==> src/rtl/mdi_pkg.sv <==
package mdi_pkg;
   typedef enum logic [1:0] {
      OM_FULL  = 2'b00,
      OM_HALF  = 2'b01,
      OM_MANCH = 2'b10,
      OM_EXT   = 2'b11
   } omode_t;

   localparam int MODE_W = 2;
   localparam int PH_W   = 2;
endpackage

==> src/rtl/mdi_mode_sync.sv <==
module mdi_mode_sync #(
   parameter int STAGES = 2,
   parameter int W      = 2
) (
   input  logic         clk,
   input  logic         rst_n,
   input  logic [W-1:0] d,
   output logic [W-1:0] q
);
   localparam int LAST = STAGES - 1;

   if (STAGES < 2) begin : g_bad_depth
      $error("mdi_mode_sync: STAGES must be at least 2");
   end
   if (W < 1) begin : g_bad_width
      $error("mdi_mode_sync: W must be positive");
   end

   logic [W-1:0] chain [STAGES];

   for (genvar i = 0; i < STAGES; i++) begin : g_stage
      if (i == 0) begin : g_head
         always_ff @(posedge clk or negedge rst_n) begin
            if (!rst_n) chain[i] <= '0;
            else        chain[i] <= d;
         end
      end else begin : g_tail
         always_ff @(posedge clk or negedge rst_n) begin
            if (!rst_n) chain[i] <= '0;
            else        chain[i] <= chain[i-1];
         end
      end
   end

   assign q = chain[LAST];
endmodule

==> src/rtl/mdi_phase.sv <==
module mdi_phase
   import mdi_pkg::*;
(
   input  logic            clk,
   input  logic            rst_n,
   input  omode_t          mode_in,
   output omode_t          mode_q,
   output logic [PH_W-1:0] ph,
   output logic            restart,
   output logic            take
);
   assign restart = (mode_in != mode_q);
   assign take    = !restart && !ph[0];

   always_ff @(posedge clk or negedge rst_n) begin
      if (!rst_n) begin
         mode_q <= OM_FULL;
         ph     <= '0;
      end else if (restart) begin
         mode_q <= mode_in;
         ph     <= '0;
      end else begin
         ph     <= ph + PH_W'(1);
      end
   end
endmodule

==> src/rtl/mdi_format.sv <==
module mdi_format
   import mdi_pkg::*;
(
   input  logic            clk,
   input  logic            rst_n,
   input  omode_t          mode_q,
   input  omode_t          mode_in,
   input  logic [PH_W-1:0] ph,
   input  logic            restart,
   input  logic            take,
   input  logic            bit_in,
   output logic            clk_o,
   output logic            clk_on,
   output logic            dat_o,
   output logic            dat_on
);
   logic held;
   logic half_c;
   logic full_c;

   assign full_c = ph[0];
   assign half_c = ph[1] ^ ph[0];

   always_ff @(posedge clk or negedge rst_n) begin
      if (!rst_n) begin
         clk_o  <= 1'b0;
         clk_on <= 1'b1;
         dat_o  <= 1'b0;
         dat_on <= 1'b1;
         held   <= 1'b0;
      end else if (restart) begin
         clk_o  <= 1'b0;
         clk_on <= (mode_in != OM_MANCH);
      end else begin
         unique case (mode_q)
            OM_FULL, OM_EXT: begin
               clk_o  <= full_c;
               clk_on <= !full_c;
               if (take) begin
                  dat_o  <= bit_in;
                  dat_on <= !bit_in;
                  held   <= bit_in;
               end
            end
            OM_HALF: begin
               clk_o  <= half_c;
               clk_on <= !half_c;
               if (take) begin
                  dat_o  <= bit_in;
                  dat_on <= !bit_in;
                  held   <= bit_in;
               end
            end
            OM_MANCH: begin
               clk_o  <= 1'b0;
               clk_on <= 1'b0;
               if (take) begin
                  dat_o  <= !bit_in;
                  dat_on <= bit_in;
                  held   <= bit_in;
               end else begin
                  dat_o  <= held;
                  dat_on <= !held;
               end
            end
         endcase
      end
   end
endmodule

==> src/rtl/mdi_top.sv <==
module mdi_top
   import mdi_pkg::*;
#(
   parameter int SYNC_STAGES = 2
) (
   input  logic       clk,
   input  logic       rst_n,
   input  logic [1:0] mode_sel,
   input  logic       mod_bit,
   output logic       bit_take,
   output logic       mclk_o,
   output logic       mclk_on,
   output logic       mdat_o,
   output logic       mdat_on
);
   logic [MODE_W-1:0] mode_s_w;
   omode_t            mode_in;
   omode_t            mode_q_w;
   logic [PH_W-1:0]   ph_w;
   logic              restart_w;

   mdi_mode_sync #(.STAGES(SYNC_STAGES), .W(MODE_W)) i_sync (
      .clk   (clk),
      .rst_n (rst_n),
      .d     (mode_sel),
      .q     (mode_s_w)
   );

   assign mode_in = omode_t'(mode_s_w);

   mdi_phase i_phase (
      .clk     (clk),
      .rst_n   (rst_n),
      .mode_in (mode_in),
      .mode_q  (mode_q_w),
      .ph      (ph_w),
      .restart (restart_w),
      .take    (bit_take)
   );

   mdi_format i_format (
      .clk     (clk),
      .rst_n   (rst_n),
      .mode_q  (mode_q_w),
      .mode_in (mode_in),
      .ph      (ph_w),
      .restart (restart_w),
      .take    (bit_take),
      .bit_in  (mod_bit),
      .clk_o   (mclk_o),
      .clk_on  (mclk_on),
      .dat_o   (mdat_o),
      .dat_on  (mdat_on)
   );
endmodule

==> config.mk <==
export PLATFORM = sky130hd
export DESIGN_NAME = mdi_top
export DESIGN_NICKNAME = d
export VERILOG_FILES = /design/src/rtl/mdi_pkg.sv /design/src/rtl/mdi_mode_sync.sv /design/src/rtl/mdi_phase.sv /design/src/rtl/mdi_format.sv /design/src/rtl/mdi_top.sv
export SDC_FILE = /design/constraint.sdc
export NUM_CORES = 1
export LEC_CHECK = 0
export BUFFER_PORTS_ARGS = -buffer_cell sky130_fd_sc_hd__clkbuf_2
export CAP_MARGIN = 5
export CORE_MARGIN = 2
export CORE_UTILIZATION = 25
export CTS_CLUSTER_SIZE = 20
export DETAILED_ROUTE_END_ITERATION = 6
export GPL_TIMING_DRIVEN = 0
export PLACE_DENSITY_LB_ADDON = 0.08
export SYNTH_ARGS = -nofsm -noshare
export SYNTH_HDL_FRONTEND = slang
export SYNTH_SLANG_ARGS = --single-unit
==> constraint.sdc <==
create_clock -name clk -period 2.6 [get_ports clk]
set_clock_uncertainty 0.1 [all_clocks]
set_input_delay 0.39 -clock clk [delete_from_list [all_inputs] [get_ports clk]]
set_output_delay 0.39 -clock clk [all_outputs]
set_load 0.1 [all_outputs]
# == After elaboration in Yosys (flattened, before gate mapping) ==
# Index checks and enable logic that the tools add are counted.
# word_totals
register_bits,13
out_inout_bits,5
in_bits,5
elab_cells,43
# op_classes
n_reduce_logical,12
muxes,12
eq_ne,7
bitwise,2
add_sub_neg,1
# op_table
cell,count
$mux W1,7
$pmux W1 S3,2
$logic_not A1 Y1,5
$eq A2 B2 Y1 const B,2
$ne A2 B1 Y1 const B,2
$pmux W1 S2,2
$reduce_and A2 Y1,2
$reduce_or A4 Y1,1
$reduce_or A3 Y1,1
$add A2 B1 Y2 const B,1
$eq A2 B1 Y1 const B,1
$logic_not A2 Y1,1
$mux W2,1
$ne A2 B2 Y1,1
$ne A2 B2 Y1 const B,1
$reduce_or A2 Y1,1
$logic_and A1 B1 Y1,1
$not A1 Y1,1
$xor A1 B1 Y1,1

# == Depth between registers and ports, before layout ==
# depth
depth_word,5
ltp_mapped,5
mapped_depth_nobuf,5

# == Modules after synthesis ==
# Synthesis repeated with hierarchy kept, for this count alone.
# unflattened
cells_unflattened,51
area_unflattened_um2,583.1
# modules_own_cells
module,cells_per_inst,area_per_inst_um2,instances,seq_area_each_um2
mdi_format,33,317.8,1,127.6
mdi_phase,12,150.1,1,100.1
mdi_mode_sync,6,115.1,1,100.1

# == Worst setup path before layout ==
# Ideal clock, no wire load.
# synth_path
path_kind,register to register
start,register i_phase.mode_q[1]
end,register i_format.held
required_time_ns,2.375
slack_ns,0.107
synth_period_minus_slack_ns,2.493
setup_ns,0.125
arrival_time_ns,2.268
stages_incl_launch_ff,4
path_buffers,0
cell_sequence,dfrtp_1 > xor2_2 > nor3_2 > mux2_4
# synth_via
elab_chain_cells,5
elab_cells_between_ends,11
classes_between,eq/ne: 5; bitwise: 1; reduce/logical: 5
# synth_lines
element,line_no,source
"start, declared",mdi_phase.sv:7,"output omode_t mode_q,"
"start signal, assigned",mdi_phase.sv:20,mode_q <= mode_in;
$ne A2 B2 Y1,mdi_phase.sv:12,assign restart = (mode_in != mode_q);
$logic_not A1 Y1,mdi_phase.sv:13,assign take = !restart && !ph[0];
$logic_and A1 B1 Y1,mdi_phase.sv:13,
net bit_take,mdi_top.sv:10,"output logic bit_take,"
$ne A2 B1 Y1 (no line),n/a,
$reduce_and A2 Y1 (no line),n/a,
"end signal, assigned",mdi_format.sv:42,held <= bit_in;
"end signal, assigned",mdi_format.sv:51,held <= bit_in;
"end signal, assigned",mdi_format.sv:60,held <= bit_in;
"end, declared",mdi_format.sv:17,logic held;
# The timed path passes the listed nets, and every way through them passes these cells.
# A chain may end at the register's enable or synchronous reset.

# == Worst setup path after layout ==
# layout_path
start,register i_phase.mode_q[1]
end,output bit_take
# layout_via
elab_chain_cells,3
# layout_lines
element,line_no
$ne A2 B2 Y1,mdi_phase.sv:12
$logic_not A1 Y1,mdi_phase.sv:13
$logic_and A1 B1 Y1,mdi_phase.sv:13
"end, declared",mdi_top.sv:10
# Every way passes these cells.

==> out/results.tsv <==
stage	metric	value	unit
run_status	status	complete, no violations	
job	drv_cap	0	
route	dr.pass1.iters	2	
clocking	path_clk_slew	0.08	ns
yosys	syn_inst	49	
placed_design	hpwl	715	µm
worst_setup_path	r2r_slack	1.11	ns
yosys	synth_area_per_cell	12.4	µm²
worst_setup_path	reg2reg_from	i_phase.mode_q[0]	
yosys	yosys_warnings	0	
route	vias	363	
floorplan	fp.coreArea	0.00225	mm²
sta	grt_setup_unrepaired	no	
min_path	hold_path_class	in2reg	
route	routed_wl	942	µm
floorplan	fp-row-count	17	
clocking	cts_root_buf	clkbuf_4	
worst_setup_path	arrival	1.71	ns
finish	n_fill_cell	245	
finish	final_common_cell	dfrtp_1	
yosys	synth_nets	57	
worst_setup_path	r2r_cells	5	
clocking	cts_buffers	3	
sta	worstMarginPinSlew	0.541	ns
worst_setup_path	reg2reg_to	i_format.clk_on	
sta	whs	0.123	ns
yosys	seq_area_frac_synth	0.540	
power_and_ir_drop	ir_drop	0.316	mV
placed_design	io_buffer_count	9	
floorplan	start_util	0.269	
route	ant_nets	0	
worst_setup_path	crit_end	bit_take	
clocking	htreeDepth	1	
worst_setup_path	cp_max_fo	4	
worst_setup_path	startpoint	i_phase.mode_q[1]	
finish	postLayoutCoreUtil	0.321	
grt	gr-total-overflow	0	
clocking	clkSinkCount	13	
finish	most-common-layout-cells	dfrtp_1, clkbuf_2, inv_1	
floorplan	die_y	53.3	µm
grt	antenna_found_initial	0	
clocking	cts_setup_buffers	0	
power_and_ir_drop	power_density	796	mW/mm²
sta	fmax	0.455	GHz
route	drcViolationCount	0	
sta	period_minus_slack	2.20	ns
sta	finalWorstSetupSlack	0.401	ns
clocking	clkLatencyLatePin	0.27	ns
sta	slew_headroom	0.641	
grt	grt_pass1_wl	1.61	mm
sta	setup_viol_count_final	0	
sta	fin_crit_sh	0.846	
grt	grt_pass1_vias	354	
grt	grt_max_degree	14	
sta	slew_viol_final	0	
yosys	netlist_area	607	µm²
floorplan	ios	10	
worst_setup_path	critPathKind	reg2out	
clocking	clockBufferDepth	2	
worst_setup_path	startpoint_type	register	
route	wire_per_inst	10.4	µm
finish	area_growth	19.2	%
finish	final_nets	72	
route	drtIter0Drc	5	
route	via_per_inst	3.99	
finish	n_antenna_cell	0	
sta	fin_tns_setup	0	ns
power_and_ir_drop	leakage	0.337	nW
finish	drive_above_1_share	0.333	
clocking	cts_tree	done	
placed_design	place_ws	0.668	ns
placed_design	globalplace.congestion	0.635	
worst_setup_path	cp.required	2.11	ns
yosys	netlist-cell-type-count	24	
grt	grt_util_all_layers	0.0826	
sta	hold_viol	0	
worst_setup_path	end_kind	primary output	
floorplan	fp.dieArea	0.00284	mm²
floorplan	die_w	53.3	µm
power_and_ir_drop	p_total	576	µW
yosys	ys_seq_elements	13	
metrics by stage:
step | std cells | cell area (µm²)
3_5_place_dp | 86 | 687
2_1_floorplan | 49 | 607
4_1_cts | 91 | 723
6_report | 91 | 723
5_1_grt | 91 | 723
3_3_place_gp | 86 | 687
layer usage:
layer	up-vias	GRT usage	wire length, µm
met5	-	0	0
met4	0	0.0513	12
met3	2	0.0254	45
met2	7	0.126	432
met1	167	0.101	452
li1	187	-	-
report_power, final:
part | switching, mW | internal, mW
combinational | 0.151 | 0.0501
clock | 0.0666 | 0.0594
sequential | 0.0155 | 0.233
total | 0.233 | 0.342
sequential cells by signal, summed over array words and instances, names as in the netlist:
signal           count
i_format.dat_o       1
i_sync.q             2
i_phase.ph           2
i_format.dat_on      1
i_format.clk_o       1
i_format.clk_on      1
i_phase.mode_q       2
i_format.held        1
i_sync.chain         2
worst min-delay path by stage:
stage / start / to / slack [ns] / depth (start not counted)
4_1_cts: mode_sel[1] / i_sync.chain[3] / 0.11 / 1
6_report: mode_sel[1] / i_sync.chain[3] / 0.12 / 1
3_5_place_dp: rst_n / i_sync.chain[3] / 0.21 / 1
3_3_place_gp: rst_n / i_sync.chain[3] / 0.20 / 1
2_1_floorplan: rst_n / i_format.clk_o / -0.006 / 0
5_1_grt: mode_sel[0] / i_sync.chain[2] / 0.10 / 1
logic make-up after synthesis:
group	count (synthesis)	synth area share
and+or+nand+nor	16	0.169
DFF	13	0.540
xor gates and xnor gates	3	0.0680
buffers and inverters	7	0.0557
muxes	3	0.0660
AOI/OAI and AO/OA	4	0.0392
adders and majority gates	3	0.0619
area by class of cell:
type / instances / area (µm²) / area share
Sequential cell: 13 / 328 / 0.453
Clock buffer: 4 / 26.3 / 0.0363
Timing Repair Buffer: 10 / 55.1 / 0.0761
Inverter: 4 / 15.0 / 0.0208
Multi-Input combinational cell: 29 / 245 / 0.339
Buffer: 3 / 18.8 / 0.0260
Tap cell: 28 / 35.0 / 0.0484
cells in the mapped netlist:
cell,count,area share
a21oi_1,1,0.0082
a32oi_1,1,0.014
and3b_1,1,0.014
buf_6,1,0.019
clkbuf_1,2,0.012
dfrtp_1,11,0.45
dfstp_2,2,0.087
ha_1,3,0.062
inv_1,4,0.025
mux2_4,2,0.049
mux2i_1,1,0.016
nand2_1,1,0.0062
nand2b_1,1,0.010
nand3_1,2,0.016
nor2_1,2,0.012
nor2b_1,3,0.031
nor3_1,1,0.0082
nor3_2,2,0.033
nor3b_1,1,0.012
o21ai_0,2,0.016
or2_1,1,0.010
or3b_1,1,0.014
xnor2_1,1,0.014
xor2_2,2,0.054
worst max-delay path, cell delays in order (launching register included):
cell      delay, ns
dfrtp_1        0.44
xor2_2         0.22
nor3_2         0.27
clkbuf_2       0.51
what timing repair did:
action,in CTS,in global routing
hold endpoints to repair,11,0
gates resized for setup,0,0
hold buffers,1,0
Power figures use the tool's default switching activity.
